### src/rtl/pp_pkg.sv
package pp_pkg;
    typedef enum logic {
        RD_IDLE = 1'b0,
        RD_WALK = 1'b1
    } rd_ph_t;
endpackage

### src/rtl/pp_period.sv
module pp_period #(
    parameter int PERIOD_CYC = 1000000,
    parameter int PW         = $clog2(PERIOD_CYC)
) (
    input  logic          clk,
    input  logic          rst,
    input  logic          busy_i,
    output logic          run_o,
    output logic [PW-1:0] per_o,
    output logic          ovr_o
);
    typedef struct packed {
        logic          run;
        logic          ovr;
        logic [PW-1:0] per;
    } per_st_t;

    localparam logic [PW-1:0] LAST = PW'(PERIOD_CYC - 1);

    per_st_t st_q, st_d;

    always_comb begin
        st_d = st_q;
        if (!st_q.run) begin
            // waiting at a period boundary: start only when readout is idle
            if (!busy_i) begin
                st_d.run = 1'b1;
                st_d.per = '0;
            end
        end else if (st_q.per == LAST) begin
            st_d.per = '0;
            if (busy_i) begin
                st_d.run = 1'b0;
                st_d.ovr = 1'b1;
            end
        end else begin
            st_d.per = st_q.per + 1'b1;
        end
    end

    always_ff @(posedge clk) begin
        if (rst) st_q <= '0;
        else     st_q <= st_d;
    end

    assign run_o = st_q.run;
    assign per_o = st_q.per;
    assign ovr_o = st_q.ovr;


    per_range_chk: assert property (@(posedge clk) disable iff (rst)
        st_q.per <= LAST);

    ovr_sticky_chk: assert property (@(posedge clk) disable iff (rst)
        $past(st_q.ovr) |-> st_q.ovr);

    hold_enter_chk: assert property (@(posedge clk) disable iff (rst)
        $fell(st_q.run) |-> $past(busy_i));
endmodule

### src/rtl/pp_readout.sv
module pp_readout #(
    parameter int N_CHIPS    = 24,
    parameter int RO_MAX_CYC = 400000,
    parameter int CHW        = (N_CHIPS > 1) ? $clog2(N_CHIPS) : 1
) (
    input  logic           clk,
    input  logic           rst,
    input  logic           trig_ok_i,
    input  logic           chip_done_i,
    output logic           busy_o,
    output logic [CHW-1:0] chip_o
);
    import pp_pkg::*;

    localparam int TW = $clog2(RO_MAX_CYC + 1);
    localparam logic [TW-1:0]  TMR_END  = TW'(RO_MAX_CYC - 1);
    localparam logic [CHW-1:0] CHIP_END = CHW'(N_CHIPS - 1);

    typedef struct packed {
        rd_ph_t         ph;
        logic [CHW-1:0] chip;
        logic [TW-1:0]  tmr;
    } ro_st_t;

    ro_st_t st_q, st_d;

    always_comb begin
        st_d = st_q;
        unique case (st_q.ph)
            RD_IDLE: begin
                if (trig_ok_i) begin
                    st_d.ph   = RD_WALK;
                    st_d.chip = '0;
                    st_d.tmr  = '0;
                end
            end
            RD_WALK: begin
                st_d.tmr = st_q.tmr + 1'b1;
                if (st_q.tmr == TMR_END) begin
                    st_d.ph = RD_IDLE;
                end else if (chip_done_i) begin
                    if (st_q.chip == CHIP_END) st_d.ph   = RD_IDLE;
                    else                       st_d.chip = st_q.chip + 1'b1;
                end
            end
            default: st_d.ph = RD_IDLE;
        endcase
    end

    always_ff @(posedge clk) begin
        if (rst) st_q <= '0;
        else     st_q <= st_d;
    end

    assign busy_o = (st_q.ph == RD_WALK);
    assign chip_o = st_q.chip;


    chip_range_chk: assert property (@(posedge clk) disable iff (rst)
        st_q.chip <= CHIP_END);

    ro_bound_chk: assert property (@(posedge clk) disable iff (rst)
        busy_o |-> st_q.tmr <= TMR_END);

    walk_start_chk: assert property (@(posedge clk) disable iff (rst)
        $rose(busy_o) |-> (st_q.chip == '0 && $past(trig_ok_i)));
endmodule

### src/rtl/pulse_cycle_ctrl.sv
module pulse_cycle_ctrl #(
    parameter int PERIOD_CYC = 1000000,
    parameter int ON_CYC     = 200000,
    parameter int ACQ_CYC    = 100000,
    parameter int RO_MAX_CYC = 400000,
    parameter int N_CHIPS    = 24,
    parameter int PW         = $clog2(PERIOD_CYC),
    parameter int CHW        = (N_CHIPS > 1) ? $clog2(N_CHIPS) : 1
) (
    input  logic           clk,
    input  logic           rst,
    input  logic           coinc_i,
    input  logic           spill_i,
    input  logic           veto_i,
    input  logic           chip_done_i,
    input  logic           test_mode_i,
    input  logic [PW-1:0]  inj_dly_i,
    output logic           pwr_en_o,
    output logic           acq_en_o,
    output logic           busy_o,
    output logic [CHW-1:0] rd_chip_o,
    output logic           inj_o,
    output logic           trig_drop_o,
    output logic           overrun_o
);
    localparam logic [PW-1:0] ON_LIM  = PW'(ON_CYC);
    localparam logic [PW-1:0] ACQ_LIM = PW'(ACQ_CYC);

    typedef struct packed {
        logic drop;
    } top_st_t;

    logic          run;
    logic [PW-1:0] per;
    logic          ovr;
    logic          busy;
    logic          qual;
    logic          trig_ok;
    logic          dly_ok;
    top_st_t       st_q, st_d;

    pp_period #(.PERIOD_CYC(PERIOD_CYC), .PW(PW)) u_period (
        .clk(clk), .rst(rst), .busy_i(busy),
        .run_o(run), .per_o(per), .ovr_o(ovr)
    );

    pp_readout #(.N_CHIPS(N_CHIPS), .RO_MAX_CYC(RO_MAX_CYC), .CHW(CHW)) u_readout (
        .clk(clk), .rst(rst), .trig_ok_i(trig_ok), .chip_done_i(chip_done_i),
        .busy_o(busy), .chip_o(rd_chip_o)
    );

    always_comb begin
        pwr_en_o = run && (per < ON_LIM);
        acq_en_o = run && (per < ACQ_LIM) && !busy;
        qual     = coinc_i && spill_i && !veto_i;
        trig_ok  = qual && acq_en_o;
        dly_ok   = (inj_dly_i != '0) && (inj_dly_i < ON_LIM);
        inj_o    = run && test_mode_i && dly_ok && (per == inj_dly_i);
        st_d     = st_q;
        if (qual && !acq_en_o) st_d.drop = 1'b1;
    end

    always_ff @(posedge clk) begin
        if (rst) st_q <= '0;
        else     st_q <= st_d;
    end

    assign busy_o      = busy;
    assign trig_drop_o = st_q.drop;
    assign overrun_o   = ovr;


    acq_in_pwr_chk: assert property (@(posedge clk) disable iff (rst)
        acq_en_o |-> pwr_en_o);

    inj_in_pwr_chk: assert property (@(posedge clk) disable iff (rst)
        inj_o |-> pwr_en_o);

    trig_gate_chk: assert property (@(posedge clk) disable iff (rst)
        $rose(busy_o) |-> $past(coinc_i && spill_i && !veto_i));

    drop_sticky_chk: assert property (@(posedge clk) disable iff (rst)
        $past(trig_drop_o) |-> trig_drop_o);

    hold_pwr_chk: assert property (@(posedge clk) disable iff (rst)
        (overrun_o && !$past(overrun_o)) |-> !pwr_en_o);
endmodule

### config.mk
export PLATFORM = sky130hd
export DESIGN_NAME = pulse_cycle_ctrl
export DESIGN_NICKNAME = d
export VERILOG_FILES = /design/src/rtl/pp_pkg.sv /design/src/rtl/pp_period.sv /design/src/rtl/pp_readout.sv /design/src/rtl/pulse_cycle_ctrl.sv
export SDC_FILE = /design/constraint.sdc
export NUM_CORES = 1
export LEC_CHECK = 0
export BUFFER_PORTS_ARGS = -buffer_cell sky130_fd_sc_hd__buf_2
export CORE_MARGIN = 5
export CORE_UTILIZATION = 45
export DETAILED_ROUTE_END_ITERATION = 6
export PLACE_DENSITY_LB_ADDON = 0.3
export SKIP_CTS_REPAIR_TIMING = 1
export SLEW_MARGIN = 20
export SYNTH_ARGS = -nofsm -noshare
export SYNTH_HDL_FRONTEND = slang
export SYNTH_HIERARCHICAL = 1
export SYNTH_SLANG_ARGS = --single-unit
### constraint.sdc
create_clock -name clk -period 4.4 [get_ports clk]
set_clock_uncertainty 0.2 [all_clocks]
set_input_delay 0.88 -clock clk [delete_from_list [all_inputs] [get_ports clk]]
set_output_delay 0.88 -clock clk [all_outputs]
set_load 0.01 [all_outputs]
==> metrics <==
status finished, final reports clean; # fillers 620; WL per Instance 14.6 um; clk_lat worst skew 0.31 ns; Root Buffer clkbuf_8; Synth-to-Final Area Change 8.74%; # port buffers 37; IR drop worst, VDD 0.135 mV; first-pass GRT wire length 11400 um; Sw Share 25.1%; Yosys cell types 65; Worst-Margin Slew 0.710 ns; Top-Level Pins 38; minimum clock period 3.22 ns; final std cells w/o fill 463; internal power 573 uW; via count of the first global-routing pass 2455; register area share after synthesis 32.4%; TritonCTS clock tree built; RSZ-0062 raised after global routing no; final WL 6780 um; num rows 29; global route overflow 0; fin util 50.5%; starting density of the core 46.4%; Data required, critical path 3.32 ns; most frequent cells in the layout 48 x dfxtp_1, 37 x buf_2, 36 x nand2_1; number of antenna diodes 0; pwr/cell area 237 nW/um2; met1 Resource Use GR 21.9%; worst hold slack 0.288 ns; # setup viols final 0; Die Width 91.2 um; H-tree levels 2; Worst R2R Path Depth 9; syn_area_per_cell 8.26 um2; post-route ant nets 0; syn nets 389; layout cells sized above 1 17.6%; Max Clk Rate 311 MHz; Lkg Pwr 1.15 nW; YS warnings 6; Reg2Reg Setup Slack 1.55 ns; worst min path class reg2reg; DR vias/cell 5.98; placed cells 456; Critical Path AT 2.14 ns; sequential power share 57.7%; met2 GRT Util 24.9%; Max-Cap Viols 0; dpl hpwl 4930 um; Starting DRT DRC Count 152; worst relative slew slack 52.7%; CTS Sinks 48; detailed-route via count 2768; flops & latches, synth 48; ys async rst share 0%; # DRC 0; initial antenna violation count 0; RePlAce Congestion 0.847; Hold Crit Depth 2; Final Cycle Share 73.1%; DRT Pass-1 Iters 4; commonest non-fill, non-tap cell in the layout dfxtp_1; Post-Synthesis Cells 359; Clock Power Share 33.9%; Post-Syn Area 2960 um2; GRT busiest layer met2; CTS Buf Count 5; die area 8310 um2; sum of negative setup slack 0 ns; CTS Buffer Depth 2; Synth Flop Type dfxtp_1; die height 91.2 um; largest net degree at the start of global routing 45; Comb power frac 8.4%; Final nets 416; Reg clk slew, reported paths 0.09 ns; Placeable Area 6390 um2; total power 765 uW; Crit. End Element output port; gr usage total 15.8%; Max Fanout on Critical Path 3; Sw Pwr 192 uW; met3 usage 3.97%; Hold Violations, Final 0; number of enable flip-flop cells after synthesis 0; Critical Path Start Type primary input; CP Class in2out; Max Slew Vio Count 0
## power by group through the flow
stage	registers (mW)	logic, mW	clock network [mW]
after global placement	0.451	0.0632	0
final	0.441	0.0645	0.259
after floorplan	0.450	0.0411	0
after global routing	0.442	0.0724	0.283
after CTS	0.441	0.0644	0.269
after detailed placement	0.451	0.0641	0
## area by class of cell
type,instances,area (um2),share of cell area (%)
sequential,48,961,29.8
clock inverter,2,12.5,0.388
clock buffer,5,68.8,2.14
tap,77,96.3,2.99
multi-input combinational,286,1870,57.9
timing repair buffer,38,193,5.98
inverter,7,26.3,0.815
## worst max-delay path: stages
cell and delay, ns:
buf_2 0.11, xnor2_1 0.14, nand4_1 0.10, or4_1 0.51, nor4_1 0.22, buf_2 0.17
## synth_stat cells, types with 6 or more instances
master,instances,area [um2]
dfxtp_1,48,961
inv_1,7,26.3
a31oi_1,10,62.6
buf_4,8,60.1
nor4_1,14,87.6
nand4_1,11,68.8
nor2b_1,6,37.5
nand4b_1,6,52.6
o31ai_1,7,52.6
a21oi_1,19,95.1
nand3_1,24,120
and3_1,7,43.8
nand2_1,36,135
nor2_1,27,101
o21ai_0,12,60.1
xnor2_1,6,52.6
xor2_1,15,131
## sequential cells by signal (all words and copies together), names as in the netlist
signal	flops
trig_drop_o	1
u_readout/busy_o	1
u_readout/chip_o	5
u_period/run_o	1
u_period/per_o	20
u_readout/st_q	19
u_period/ovr_o	1
## per-stage QoR
step	worst slack, ns	cell area (um2)
6_report	1.18	3220
2_1_floorplan	1.29	2960
3_5_place_dp	1.17	3130
4_1_cts	1.17	3210
3_3_place_gp	1.17	3130
5_1_grt	1.09	3220
## worst paths after layout
kind / end / startpoint
max: inj_o / inj_dly_i[8]
min: u_period/ovr_o / u_period/ovr_o
max reg2reg: u_readout/chip_o[2] / u_period/per_o[12]
min reg2reg: u_period/ovr_o / u_period/ovr_o
## cell families (layout without fill, tap and decap cells)
kind of cell             count (synthesis)  count (layout)  synth area share, %
AO/OA/AOI/OAI                           77              77                 17.6
XOR/XNOR                                21              21                 6.21
adder cells (fa/ha/maj)                  3               3                 1.27
buffers and inverters                   25              52                 5.02
flip-flops                              48              48                 32.4
multiplexers                             7               7                 2.62
AND/OR/NAND/NOR                        178             178                 34.9
## metal layers
metal,up-vias,wire [um]
met1,1311,3260
met4,0,46
met5,-,0
met2,64,3030
met3,4,434
li1,1389,-
No activity file was read; power rests on OpenSTA's default activity.
